$ cat src/rtl/seq_pkg.sv
package seq_pkg;

    typedef enum logic [2:0] {
        PH_FETCH   = 3'd0,
        PH_DECODE  = 3'd1,
        PH_OPFETCH = 3'd2,
        PH_EXEC    = 3'd3,
        PH_STORE   = 3'd4
    } phase_t;

    localparam int OP_W = 2;

    localparam logic [OP_W-1:0] OP_MOV = 2'd0;
    localparam logic [OP_W-1:0] OP_ADD = 2'd1;
    localparam logic [OP_W-1:0] OP_AND = 2'd2;
    localparam logic [OP_W-1:0] OP_OR  = 2'd3;

endpackage

$ cat src/rtl/seq_ctrl_fsm.sv
module seq_ctrl_fsm
    import seq_pkg::*;
(
    input  logic   clk,
    input  logic   rst,
    input  logic   mem_ready,
    input  logic   src_mem_now,
    input  logic   dst_mem_q,
    output phase_t phase,
    output logic   fetch_fin,
    output logic   decode_fin,
    output logic   opnd_fin,
    output logic   store_fin
);

    phase_t phase_nxt;

    // state register
    always_ff @(posedge clk) begin
        if (rst) begin
            phase <= PH_FETCH;
        end else begin
            phase <= phase_nxt;
        end
    end

    // transitions
    always_comb begin
        phase_nxt = phase;
        unique case (phase)
            PH_FETCH:   if (mem_ready) phase_nxt = PH_DECODE;
            PH_DECODE:  phase_nxt = src_mem_now ? PH_OPFETCH : PH_EXEC;
            PH_OPFETCH: if (mem_ready) phase_nxt = PH_EXEC;
            PH_EXEC:    phase_nxt = dst_mem_q ? PH_STORE : PH_FETCH;
            PH_STORE:   if (mem_ready) phase_nxt = PH_FETCH;
            default:    phase_nxt = PH_FETCH;
        endcase
    end

    // phase-completion strobes
    always_comb begin
        fetch_fin  = 1'b0;
        decode_fin = 1'b0;
        opnd_fin   = 1'b0;
        store_fin  = 1'b0;
        unique case (phase)
            PH_FETCH:   fetch_fin  = mem_ready;
            PH_DECODE:  decode_fin = 1'b1;
            PH_OPFETCH: opnd_fin   = mem_ready;
            PH_EXEC:    ;
            PH_STORE:   store_fin  = mem_ready;
            default:    ;
        endcase
    end

endmodule

$ cat src/rtl/seq_pc.sv
module seq_pc #(
    parameter int AW   = 8,
    parameter int STEP = 1
) (
    input  logic          clk,
    input  logic          rst,
    input  logic          inc,
    output logic [AW-1:0] pc
);

    localparam logic [AW-1:0] STEP_V = AW'(STEP);

    always_ff @(posedge clk) begin
        if (rst) begin
            pc <= '0;
        end else if (inc) begin
            pc <= pc + STEP_V;
        end
    end

endmodule

$ cat src/rtl/seq_dec_latch.sv
module seq_dec_latch #(
    parameter int OPW = 2,
    parameter int AW  = 8,
    parameter int DW  = 16
) (
    input  logic           clk,
    input  logic           rst,
    input  logic           fetch_fin,
    input  logic           decode_fin,
    input  logic           opnd_fin,
    input  logic [DW-1:0]  mem_rdata,
    input  logic [OPW-1:0] dec_op,
    input  logic           dec_src_mem,
    input  logic           dec_dst_mem,
    input  logic [AW-1:0]  dec_addr,
    output logic [DW-1:0]  instr_q,
    output logic [OPW-1:0] op_q,
    output logic           src_mem_q,
    output logic           dst_mem_q,
    output logic [AW-1:0]  addr_q,
    output logic [DW-1:0]  opnd_q
);

    always_ff @(posedge clk) begin
        if (rst) begin
            instr_q <= '0;
        end else if (fetch_fin) begin
            instr_q <= mem_rdata;
        end
    end

    always_ff @(posedge clk) begin
        if (rst) begin
            op_q      <= '0;
            src_mem_q <= 1'b0;
            dst_mem_q <= 1'b0;
            addr_q    <= '0;
        end else if (decode_fin) begin
            op_q      <= dec_op;
            src_mem_q <= dec_src_mem;
            dst_mem_q <= dec_dst_mem;
            addr_q    <= dec_addr;
        end
    end

    always_ff @(posedge clk) begin
        if (rst) begin
            opnd_q <= '0;
        end else if (opnd_fin) begin
            opnd_q <= mem_rdata;
        end
    end

endmodule

$ cat src/rtl/instr_sequencer.sv
module instr_sequencer
    import seq_pkg::*;
#(
    parameter int AW      = 8,
    parameter int DW      = 16,
    parameter int OPW     = 2,
    parameter int PC_STEP = 1
) (
    input  logic           clk,
    input  logic           rst,
    input  logic           mem_ready,
    input  logic [DW-1:0]  mem_rdata,
    output logic [AW-1:0]  mem_addr,
    output logic           mem_rd,
    output logic           mem_wr,
    output logic [DW-1:0]  instr_word,
    input  logic [OPW-1:0] dec_op,
    input  logic           dec_src_mem,
    input  logic           dec_dst_mem,
    input  logic [AW-1:0]  dec_addr,
    output logic [OPW-1:0] alu_op,
    output logic [DW-1:0]  opnd_data,
    output logic           alu_go,
    output logic           flags_we,
    output logic [AW-1:0]  pc,
    output logic [2:0]     phase,
    output logic           done
);

    phase_t         cur;
    logic           fetch_fin;
    logic           decode_fin;
    logic           opnd_fin;
    logic           store_fin;
    logic           src_mem_q;
    logic           dst_mem_q;
    logic [AW-1:0]  addr_q;

    seq_ctrl_fsm u_fsm (
        .clk         (clk),
        .rst         (rst),
        .mem_ready   (mem_ready),
        .src_mem_now (dec_src_mem),
        .dst_mem_q   (dst_mem_q),
        .phase       (cur),
        .fetch_fin   (fetch_fin),
        .decode_fin  (decode_fin),
        .opnd_fin    (opnd_fin),
        .store_fin   (store_fin)
    );

    seq_pc #(.AW(AW), .STEP(PC_STEP)) u_pc (
        .clk (clk),
        .rst (rst),
        .inc (fetch_fin),
        .pc  (pc)
    );

    seq_dec_latch #(.OPW(OPW), .AW(AW), .DW(DW)) u_lat (
        .clk         (clk),
        .rst         (rst),
        .fetch_fin   (fetch_fin),
        .decode_fin  (decode_fin),
        .opnd_fin    (opnd_fin),
        .mem_rdata   (mem_rdata),
        .dec_op      (dec_op),
        .dec_src_mem (dec_src_mem),
        .dec_dst_mem (dec_dst_mem),
        .dec_addr    (dec_addr),
        .instr_q     (instr_word),
        .op_q        (alu_op),
        .src_mem_q   (src_mem_q),
        .dst_mem_q   (dst_mem_q),
        .addr_q      (addr_q),
        .opnd_q      (opnd_data)
    );

    // output decode from the current phase
    always_comb begin
        mem_rd   = 1'b0;
        mem_wr   = 1'b0;
        mem_addr = addr_q;
        alu_go   = 1'b0;
        flags_we = 1'b0;
        done     = 1'b0;
        unique case (cur)
            PH_FETCH: begin
                mem_rd   = 1'b1;
                mem_addr = pc;
            end
            PH_DECODE: ;
            PH_OPFETCH: mem_rd = 1'b1;
            PH_EXEC: begin
                alu_go   = 1'b1;
                flags_we = 1'b1;
                done     = ~dst_mem_q;
            end
            PH_STORE: begin
                mem_wr = 1'b1;
                done   = store_fin;
            end
            default: ;
        endcase
    end

    assign phase = cur;

endmodule

$ cat config.mk
export PLATFORM = sky130hd
export DESIGN_NAME = instr_sequencer
export DESIGN_NICKNAME = d
export VERILOG_FILES = /design/src/rtl/seq_pkg.sv /design/src/rtl/seq_ctrl_fsm.sv /design/src/rtl/seq_pc.sv /design/src/rtl/seq_dec_latch.sv /design/src/rtl/instr_sequencer.sv
export SDC_FILE = /design/constraint.sdc
export NUM_CORES = 1
export LEC_CHECK = 0
export ABC_AREA = 1
export BUFFER_PORTS_ARGS = -buffer_cell sky130_fd_sc_hd__buf_2
export CORE_MARGIN = 10
export CORE_UTILIZATION = 47
export DETAILED_ROUTE_END_ITERATION = 8
export GPL_TIMING_DRIVEN = 0
export PLACE_DENSITY = 0.86
export SETUP_SLACK_MARGIN = 0.2
export SLEW_MARGIN = 20
export SYNTH_ARGS = -nofsm -noshare
export SYNTH_HDL_FRONTEND = slang
export SYNTH_SLANG_ARGS = --single-unit
$ cat constraint.sdc
create_clock -name clk -period 1.25 [get_ports clk]
set_input_delay 0.1875 -clock clk [delete_from_list [all_inputs] [get_ports clk]]
set_output_delay 0.1875 -clock clk [all_outputs]
set_load 0.1 [all_outputs]
==> flow_summary.ini <==
[run_status]
status = finished, violations left
violations = negative setup slack

[worst_setup_path]
crit_chain = nor2_4 > nand2_4 > buf_12 > nand2_1 > o21ai_4 > buf_12
startpoint_type = register
path_max_fanout = 10
crit_start = u_fsm.phase[0]$_SDFFE_PP0P_
worstReg2RegStart = u_fsm.phase[0]$_SDFFE_PP0P_
critPathKind = reg2out
cp.arrival_ns = 1.52
r2r_slack_ns = -0.41
end_kind = primary output
cpPeakStageDelay_ns = 0.39
path_common_cell = buf_12
crit_slowest_cell = dfxtp_4
crit_required_ns = 1.06

[synth]
synth_top_area_share_pct = 50.4
synthTopCellsByArea = dfxtp_1 (50%), nor2_1 (11%), nand2_1 (9.5%)
synthXorXnorAreaFrac_pct = 0
synth_top_family_by_area = simple AND/OR/NAND/NOR gates
synth_cell_types = 26
synth-seq-cells = 54
syn_area_per_cell_um2 = 7.58
synthCells = 283
synth_compound_area_share_pct = 14.3
synth-edff-count = 0
synth_area_mm2 = 0.00214
synthMuxAreaShare_pct = 1.58
yosysMostFrequentCell = nor2_1
synth-async-reset-ratio_pct = 0
synthFlopType = dfxtp_1
yosys_warnings = 0
ys_seq_area_share_pct = 50.4
syn_nets = 315
synth-simple-area-share_pct = 26.1
synth_top_area_cell = dfxtp_1
synthAdderAreaFrac_pct = 0.583
synth_common_cells = nor2_1 (65), dfxtp_1 (54), nand2_1 (54)

[power]
pwr-share-clk_pct = 21.0
p_seq_share_pct = 38.4
power_per_cell_area_mw_per_mm2 = 1220
combPwrFrac_pct = 40.5
p_int_uw = 3000
p_switching_uw = 2140
netSwitchingFraction_pct = 41.7
max-vdd-ir-drop_uv = 932
power.leakage_uw = 0.00176

[cells_and_area]
nFillCells = 93
drive_gt1_share_pct = 56.2
fin_nets = 437
fin_cells = 458
area_growth_syn_to_layout_pct = 96.3
fin_util_pct = 96.0
antennaDiodeCount = 0

[timing]
setup_slack_ns = -0.453
worst_slew_pin_slew_ns = 0.725
fin_worst_skew_ns = 0.00779
max_freq_ghz = 0.587
setup_violations = 69
maxSlewViolCount = 0
period_needed_ns = 1.70
rsz0062_at_grt = true
fin_crit_sh_pct = 136
slew_headroom_pct = 51.7
hold_viol = 0

[clocking]
cts_buffer_depth = 2
h-tree-depth = 2
cts.sinks = 54
cts_tree = yes
clkTransAtPathRegs_ns = 0.11
numCtsBuffers = 5
clk_latency_ns = 0.32
cts.hold.buffers_added = 0
clockRootBuffer = clkbuf_8

[placement]
gp_congestion = 0.845
dp_hpwl_um = 4690
dp.cells = 423
portBuffers = 88

[route]
firstDrtPassIters = 5
routedWlPerCell_um = 26.3
viasPerCell = 6.28
vias = 2877
routed_wl_um = 12000
drt_iter0_drc = 293
drc = 0
final_antenna_net_count = 0

[die]
start_util_pct = 48.9
die_height_um = 87.6
ioPinCount = 89
dieArea_mm2 = 0.00767
die_x_um = 87.6
row_count = 24
coreArea_mm2 = 0.00438

[global_routing]
antenna_found_initial = 0
grt-ovfl-total = 0
grt_use_total_pct = 24.4
grt_pass1_wl_um = 14700
grt_pass1_vias = 2764
grt_max_degree = 17

[hold_path]
hp-class = in2reg
holdCritStartpoint = rst

[job]
maxCapViolCount = 0
==> final cells by class <==
class / instances / area (um^2) / area share (%)
Timing Repair Buffer: 114 / 1540 / 36.5
Sequential cell: 54 / 1170 / 27.9
Multi-Input combinational cell: 199 / 1120 / 26.5
Buffer: 14 / 135 / 3.21
Clock buffer: 6 / 82.6 / 1.96
Inverter: 16 / 80.1 / 1.90
Tap cell: 52 / 65.1 / 1.55
Clock inverter: 2 / 12.5 / 0.297
Timing Repair inverter: 1 / 5.00 / 0.119
==> registers in the layout (all words and copies together) (netlist names) <==
name             cells
u_lat.op_q           2
u_lat.opnd_q        16
u_fsm.phase          3
u_lat.instr_q       16
u_lat.addr_q         8
u_lat.dst_mem_q      1
u_pc.pc              8
==> power groups by stage <==
stage                     clock network (uW)  registers [uW]  logic, uW
final                                   1080            1970       2080
after detailed placement                   0            1950       1430
after floorplan                            0            2560        577
after global routing                    1120            1980       2140
after CTS                               1040            1950       1880
after global placement                     0            1950       1420
==> placed cells by master (no fill, tap or decap), drive strengths merged <==
master / netlist / final
clkinv: 1 / 3
a21oi: 23 / 23
nand3: 8 / 8
o21ai: 37 / 37
inv: 15 / 13
nand2: 55 / 55
nor3: 2 / 2
nor2: 69 / 69
ha: 1 / 1
o22ai: 1 / 1
dfxtp: 54 / 54
buf: 9 / 123
clkinvlp: 0 / 3
clkbuf: 5 / 11
mux2: 3 / 3
==> per-stage QoR <==
stage                     setup WS, ns  TNS [ns]  instance area, um^2  hold WS (ns)  total power [uW]
after floorplan                 -0.928    -24.04                 2350         0.259              3130
after global routing            -0.463    -22.10                 4210         0.111              5230
after detailed placement        -0.339     -3.06                 2850         0.406              3390
after CTS                       -0.348     -6.30                 4020        0.0731              4860
final                           -0.453    -19.88                 4210        0.0902              5140
after global placement          -0.319     -2.72                 2850         0.403              3370
==> worst paths after layout <==
kind                                                  endpoint  depth (start not counted)
worst max-delay path                               mem_addr[4]                          6
worst min-delay path                   u_pc.pc[4]$_SDFFE_PP0P_                          2
worst max register to register   u_lat.instr_q[7]$_SDFFE_PP0P_                          8
worst min register to register  u_lat.instr_q[12]$_SDFFE_PP0P_                          2
==> cells by family (layout without fill, tap and decap cells) <==
kind of cell | count (synthesis) | count (layout)
adders and majority gates | 1 | 1
DFF | 54 | 54
AOI/OAI and AO/OA | 61 | 61
muxes | 3 | 3
and+or+nand+nor | 134 | 134
buffers and inverters | 30 | 153
==> metal layers <==
metal	track usage (%)	up-vias	part of all wire, %
met5	0	-	0
met4	13.6	0	6.7
met3	6.31	94	11
met2	45.3	289	50
met1	23.8	1343	32
li1	-	1151	-
==> worst max-delay path: cells and delay by family, from the launching register on <==
| kind | cells | cell delay (ns) |
|---|---|---|
| flops | 1 | 0.39 |
| buf+inv | 2 | 0.33 |
| simple gates | 3 | 0.40 |
| compound gates | 1 | 0.08 |
==> what timing repair did <==
item / in CTS / in global routing
pin swaps: 5 / 4
gates resized for setup: 250 / 41
setup buffers: 15 / 9
endpoints found under the hold margin: 0 / 0
cloned: 3 / 0
endpoints found under the setup margin: 109 / 112
(Power assumes the default switching activity.)
